[src/rtl/tdm_tx_pkg.sv]
package tdm_tx_pkg;

  localparam int LEN_W = 6;

  typedef enum logic [1:0] {
    FMT_LJ    = 2'd0,
    FMT_I2S   = 2'd1,
    FMT_TDM_A = 2'd2,
    FMT_TDM_B = 2'd3
  } txFormat_t;

  // strobes from control to datapath
  typedef struct packed {
    logic idle;       // no frame running
    logic load;       // a slot starts: take a new sample
    logic bitAdv;     // end of a bit period
    logic inWord;     // current slot position lies inside the word
    logic delayMode;  // data lags the slot grid by one bit
  } txStrobe_t;

  function automatic logic [LEN_W-1:0] decodeLen(input logic [2:0] code);
    case (code)
      3'd0:    decodeLen = 6'd8;
      3'd1:    decodeLen = 6'd16;
      3'd2:    decodeLen = 6'd18;
      3'd3:    decodeLen = 6'd20;
      3'd4:    decodeLen = 6'd24;
      default: decodeLen = 6'd32;
    endcase
  endfunction

endpackage

[src/rtl/tdm_tx_ctrl.sv]
module tdm_tx_ctrl
  import tdm_tx_pkg::*;
#(
  parameter int MAX_CH   = 8,
  parameter int DIV_W    = 6,
  parameter int PHASES   = 8,
  parameter int SAMPLE_W = 32
) (
  input  logic                      clk,
  input  logic                      rstN,
  input  logic                      txEn,
  input  txFormat_t                 fmt,
  input  logic [$clog2(MAX_CH)-1:0] chCount,
  input  logic [LEN_W-1:0]          chLen,
  input  logic [LEN_W-1:0]          wordLen,
  input  logic                      wsWide,
  input  logic                      sckPol,
  input  logic [DIV_W-1:0]          divCode,
  output txStrobe_t                 strobe,
  output logic                      sck,
  output logic                      ws
);

  localparam int SLOT_W = $clog2(MAX_CH);
  localparam int PH_W   = $clog2(PHASES);
  localparam int POS_W  = $clog2(SAMPLE_W);
  localparam logic [PH_W-1:0] PH_LAST = PH_W'(PHASES - 1);
  localparam logic [PH_W-1:0] PH_HALF = PH_W'(PHASES / 2);

  logic              running;
  logic [DIV_W-1:0]  divCnt;
  logic [PH_W-1:0]   phase;
  logic [POS_W-1:0]  pos;
  logic [SLOT_W-1:0] slot;

  logic tick, bitAdv, lastPos, lastSlot, load, wsRaw;

  assign tick     = running && (divCnt == divCode);
  assign bitAdv   = txEn && tick && (phase == PH_LAST);
  assign lastPos  = ({1'b0, pos} == (chLen - 6'd1));
  assign lastSlot = (slot == chCount);
  assign load     = txEn && (!running || (bitAdv && lastPos));

  always_ff @(posedge clk or negedge rstN) begin
    if (!rstN) begin
      running <= 1'b0;
      divCnt  <= '0;
      phase   <= '0;
      pos     <= '0;
      slot    <= '0;
    end else if (!txEn) begin
      running <= 1'b0;
      divCnt  <= '0;
      phase   <= '0;
      pos     <= '0;
      slot    <= '0;
    end else if (!running) begin
      running <= 1'b1;
    end else begin
      divCnt <= tick ? '0 : divCnt + 1'b1;
      if (tick) begin
        phase <= (phase == PH_LAST) ? '0 : phase + 1'b1;
      end
      if (bitAdv) begin
        if (lastPos) begin
          pos  <= '0;
          slot <= lastSlot ? '0 : slot + 1'b1;
        end else begin
          pos <= pos + 1'b1;
        end
      end
    end
  end

  // word select on the undelayed slot grid
  always_comb begin
    case (fmt)
      FMT_LJ:  wsRaw = (slot == '0);
      FMT_I2S: wsRaw = (slot != '0);
      default: wsRaw = (slot == '0) && (wsWide || (pos == '0));
    endcase
  end

  assign ws  = running && wsRaw;
  assign sck = running ? ((phase >= PH_HALF) ^ sckPol) : sckPol;

  always_comb begin
    strobe.idle      = !running;
    strobe.load      = load;
    strobe.bitAdv    = bitAdv;
    strobe.inWord    = ({1'b0, pos} < wordLen);
    strobe.delayMode = (fmt == FMT_I2S) || (fmt == FMT_TDM_B);
  end

endmodule

[src/rtl/tdm_tx_datapath.sv]
module tdm_tx_datapath
  import tdm_tx_pkg::*;
#(
  parameter int SAMPLE_W = 32
) (
  input  logic                clk,
  input  logic                rstN,
  input  txStrobe_t           strobe,
  input  logic [LEN_W-1:0]    wordLen,
  input  logic                ovhBit,
  input  logic                pause,
  input  logic [SAMPLE_W-1:0] fifoData,
  input  logic                fifoEmpty,
  output logic                fifoPop,
  output logic                underflow,
  output logic                sdo
);

  logic [SAMPLE_W-1:0] shiftReg;
  logic [LEN_W-1:0]    shAmt;
  logic                delayBit;
  logic                curBit;
  logic                takeSample;

  assign shAmt      = LEN_W'(SAMPLE_W) - wordLen;
  assign takeSample = strobe.load && !pause;
  assign fifoPop    = takeSample && !fifoEmpty;
  assign underflow  = takeSample && fifoEmpty;
  assign curBit     = strobe.inWord ? shiftReg[SAMPLE_W-1] : ovhBit;

  always_ff @(posedge clk or negedge rstN) begin
    if (!rstN) begin
      shiftReg <= '0;
    end else if (strobe.load) begin
      // word MSB moved to the top bit; pause or empty loads zeros
      shiftReg <= fifoPop ? (fifoData << shAmt) : '0;
    end else if (strobe.idle) begin
      shiftReg <= '0;
    end else if (strobe.bitAdv) begin
      shiftReg <= shiftReg << 1;
    end
  end

  always_ff @(posedge clk or negedge rstN) begin
    if (!rstN) begin
      delayBit <= 1'b0;
    end else if (strobe.idle) begin
      delayBit <= 1'b0;
    end else if (strobe.bitAdv) begin
      delayBit <= curBit;
    end
  end

  assign sdo = !strobe.idle && (strobe.delayMode ? delayBit : curBit);

endmodule

[src/rtl/tdm_tx_master.sv]
module tdm_tx_master
  import tdm_tx_pkg::*;
#(
  parameter int SAMPLE_W = 32,
  parameter int MAX_CH   = 8,
  parameter int DIV_W    = 6,
  parameter int PHASES   = 8
) (
  input  logic                      clk,
  input  logic                      rstN,
  input  logic                      txEn,
  input  logic [1:0]                cfgMode,
  input  logic [$clog2(MAX_CH)-1:0] cfgChCount,
  input  logic [2:0]                cfgChLen,
  input  logic [2:0]                cfgWordLen,
  input  logic                      cfgWsWide,
  input  logic                      cfgOvh,
  input  logic                      cfgPause,
  input  logic                      cfgSckPol,
  input  logic [DIV_W-1:0]          cfgDiv,
  input  logic [SAMPLE_W-1:0]       fifoData,
  input  logic                      fifoEmpty,
  output logic                      fifoPop,
  output logic                      underflow,
  output logic                      sck,
  output logic                      ws,
  output logic                      sdo
);

  txStrobe_t        strobe;
  logic [LEN_W-1:0] chLen;
  logic [LEN_W-1:0] wordLen;

  assign chLen   = decodeLen(cfgChLen);
  assign wordLen = decodeLen(cfgWordLen);

  tdm_tx_ctrl #(
    .MAX_CH(MAX_CH), .DIV_W(DIV_W), .PHASES(PHASES), .SAMPLE_W(SAMPLE_W)
  ) uCtrl (
    .clk(clk), .rstN(rstN), .txEn(txEn), .fmt(txFormat_t'(cfgMode)),
    .chCount(cfgChCount), .chLen(chLen), .wordLen(wordLen),
    .wsWide(cfgWsWide), .sckPol(cfgSckPol), .divCode(cfgDiv),
    .strobe(strobe), .sck(sck), .ws(ws)
  );

  tdm_tx_datapath #(.SAMPLE_W(SAMPLE_W)) uDp (
    .clk(clk), .rstN(rstN), .strobe(strobe), .wordLen(wordLen),
    .ovhBit(cfgOvh), .pause(cfgPause), .fifoData(fifoData),
    .fifoEmpty(fifoEmpty), .fifoPop(fifoPop), .underflow(underflow), .sdo(sdo)
  );

endmodule

[config.mk]
export PLATFORM = sky130hd
export DESIGN_NAME = tdm_tx_master
export DESIGN_NICKNAME = d
export VERILOG_FILES = /design/src/rtl/tdm_tx_pkg.sv /design/src/rtl/tdm_tx_ctrl.sv /design/src/rtl/tdm_tx_datapath.sv /design/src/rtl/tdm_tx_master.sv
export SDC_FILE = /design/constraint.sdc
export NUM_CORES = 1
export LEC_CHECK = 0
export CAP_MARGIN = 20
export CORE_MARGIN = 5
export CORE_UTILIZATION = 50
export CTS_CLUSTER_SIZE = 30
export DETAILED_ROUTE_END_ITERATION = 6
export GPL_TIMING_DRIVEN = 0
export HOLD_SLACK_MARGIN = 0.02
export PLACE_DENSITY = 0.74
export SLEW_MARGIN = 20
export SYNTH_ARGS = -nofsm -noshare
export SYNTH_HDL_FRONTEND = slang
export SYNTH_SLANG_ARGS = --single-unit
export TNS_END_PERCENT = 10
[constraint.sdc]
create_clock -name clk -period 2.15 [get_ports clk]
set_input_delay 0.3225 -clock clk [delete_from_list [all_inputs] [get_ports clk]]
set_output_delay 0.3225 -clock clk [all_outputs]
set_load 0.05 [all_outputs]
==> results.py <==
metrics = {
    "sta": {
        "rsz0062_at_grt": "yes",
        "worst_slack_ps": -523.3,
        "setup_viol": 43,
        "post-route-min-period_ps": 2673,
        "fin_skew_ps": 12.96,
        "fin_tns_setup_ps": -7840,
        "worst_slew_pin_slew_ps": 652.4,
        "hold_viol": 0,
        "maxSlewViolCount": 0,
        "hold-worst-slack_ps": 18.57,
        "slew_headroom_pct": 56.51,
        "post-route-period-util_pct": 124.3,
        "fmax_mhz": 374.1,
    },
    "final_layout": {
        "n_fill_cell": 645,
        "multi_input_area_um2": 3028,
        "area_growth_pct": 37.46,
        "nNetsFinal": 617,
        "stdcell_count": 654,
        "seq_area_um2": 1281,
        "diodes": 0,
        "drive_gt1_share_pct": 32.06,
    },
    "logic_synthesis": {
        "synth_commonest_cells": "51 x dfrtp_1, 44 x nand2_1, 38 x nor2_1",
        "post-synth-top-count-cell": "dfrtp_1",
        "ys_ff_latch": 51,
        "yosysTopAreaCell": "dfrtp_1",
        "synthArstFlopShare_pct": 100.0,
        "synth_top_cell_area_share_pct": 30.28,
        "yosysSeqAreaShare_pct": 30.28,
        "syn_area_per_cell_um2": 9.451,
        "synth_nets": 515,
        "synth_edf_count": 0,
        "synthTopCellsByArea": "dfrtp_1 30%, mux4_2 7.5%, mux2i_1 5.7%",
        "synth_area_um2": 4215,
        "ys_warn_count": 0,
        "synth_cell_types": 75,
        "synth_cells": 446,
        "synth_flop_cell": "dfrtp_1",
    },
    "critical_path": {
        "critPathKind": "register to primary output",
        "path_common_cell": "buf_6",
        "endpoint_kind": "primary output",
        "crit_path_max_fanout": 2,
        "cp-start-kind": "register",
        "cpMaxStageDelayCell": "or4_4",
        "path_cells": "xor2_1 > or4_4 > nor4_4 > a21oi_4 > buf_6 > nor4b_4 > buf_6",
        "critical_path_arrival_ps": 2350,
        "crit_family": "simple AND/OR/NAND/NOR gates",
        "critPathBufInv": 2,
        "required_ps": 1830,
        "cpPeakStageDelay_ps": 560,
    },
    "place": {
        "pre_cts_slack_ps": -1738,
        "port_buffers": 61,
        "gp_congestion": 0.9786,
        "place_inst": 612,
        "dp_hpwl_um": 9818,
    },
    "cts": {
        "clk_pin_slew_ps": 100,
        "clk_latency_ps": 310,
        "root_buffer": "clkbuf_8",
        "cts_buffers": 5,
        "clock_path_buffers": 2,
        "hold_buffers": 0,
        "htreeDepth": 2,
        "clock-sinks": 51,
        "cts_tree": "built",
    },
    "floorplan": {
        "die-area_um2": 10370,
        "dieHeight_um": 101.8,
        "pin_count": 62,
        "fp.coreArea_um2": 8217,
        "rows": 33,
        "die-width_um": 101.8,
        "start_util_pct": 51.30,
    },
    "power_and_ir_drop": {
        "leakagePower_nw": 2.392,
        "irDropWorstVdd_mv": 0.2311,
        "pwr_density_cell_nw_per_um2": 432.1,
    },
    "route": {
        "route.met3.wl_um": 844,
        "dr.pass1.iters": 5,
        "ant_nets": 0,
        "wl_um": 13540,
        "wl_per_cell_um": 20.70,
        "maxUsedRoutingLayer": "met4",
        "drc": 0,
        "vias_per_cell": 6.358,
        "drt_first_iter_violations": 369,
        "met1_length_um": 5365,
        "wl_met2_um": 6755,
        "routed-via-count": 4158,
    },
    "hold_path": {
        "hp-class": "input pin to asynchronous set/reset pin",
    },
    "run": {
        "maxCapViolations": 0,
    },
    "global_route": {
        "grt_pass1_wl_um": 21930,
        "grt_max_degree": 52,
        "grt_use_total_pct": 26.83,
        "grt_pass1_vias": 4323,
        "grt_overflow_total": 0,
        "antenna_found_initial": 0,
    },
    "status": {
        "outcome": "finished, violations left",
        "violations": "setup timing",
    },
}
[sequential cells by signal, summed over array words and instances (netlist names)]
name           count
uCtrl.divCnt       6
uCtrl.phase        3
uCtrl.pos          5
uCtrl.running      1
uCtrl.slot         3
uDp.delayBit       1
uDp.shiftReg      32
[cells in the final DEF, fill, tap and decap left out, types with 8 or more instances in the layout]
cell,instances
buf_6,15
xor2_1,11
dfrtp_1,47
clkdlybuf4s50_1,47
o211ai_1,9
mux4_2,14
mux2i_1,21
a21oi_2,11
buf_4,34
a21oi_1,23
nand3_1,21
nor2_1,37
ha_1,11
nand2_1,42
o21ai_1,8
[cell families (layout without fill, tap and decap cells)]
logic type / count (synthesis) / count (layout) / share of synthesized area (%)
mux: 41 / 41 / 14.34
fa+ha+maj: 12 / 12 / 3.562
compound gates: 127 / 127 / 23.06
xor+xnor: 19 / 19 / 3.948
simple gates: 154 / 154 / 19.65
buf+inv: 42 / 145 / 5.165
flops: 51 / 51 / 30.28
[stage by stage]
stage,utilization (%),cell area [µm²],total power [mW]
after CTS,68.68,5643,2.463
after detailed placement,61.15,5025,1.778
after global routing,70.52,5794,2.605
after global placement,61.18,5027,1.769
final,70.52,5794,2.504
after floorplan,-,4285,1.489
[power breakdown]
part	total, mW	switching [mW]	internal [mW]
Combinational	0.899	0.469	0.430
Sequential	1.03	0.0308	1.00
Clock	0.571	0.344	0.228
Total	2.50	0.843	1.66
[what timing repair did]
item,4_1_cts,5_1_grt
gates cloned,3,0
gates resized for setup,128,36
setup endpoints to repair,45,45
pin swaps,25,17
setup buffers,26,8
[cell type report]
class / instances / share of cell area (%)
Multi-Input combinational cell: 353 / 52.26
Sequential cell: 51 / 22.11
Timing Repair Buffer: 98 / 16.20
Buffer: 26 / 4.448
Tap cell: 105 / 2.267
Clock buffer: 5 / 1.188
Inverter: 13 / 1.188
Clock inverter: 3 / 0.3455
[layer usage]
layer,vias to the layer above,track usage [%]
li1,1904,-
met1,2024,33.62
met2,186,46.73
met3,44,3.003
met4,0,11.91
met5,-,0
[worst paths after layout]
path,start,cells past startpoint,to,slack [ps]
hold / removal,rstN,1,uCtrl.slot[0],20
setup / recovery,uCtrl.divCnt[5],7,underflow,-520
max in group asynchronous,rstN,1,uCtrl.pos[4],1660
min in group clk,uDp.shiftReg[11],2,uDp.shiftReg[11],500
hold reg to reg,uDp.shiftReg[11],2,uDp.shiftReg[11],500
setup reg to reg,uCtrl.divCnt[5],10,uDp.shiftReg[26],-250
[worst register-to-register path, stage by stage (launching register included)]
cell	delay, ps
dfrtp_1	420
xor2_1	170
or4_4	560
buf_6	150
nor4_4	130
buf_4	180
a31oi_4	120
buf_4	180
buf_6	140
a21oi_1	180
a221o_2	140
Note: power is estimated with default switching activity, not from simulation.
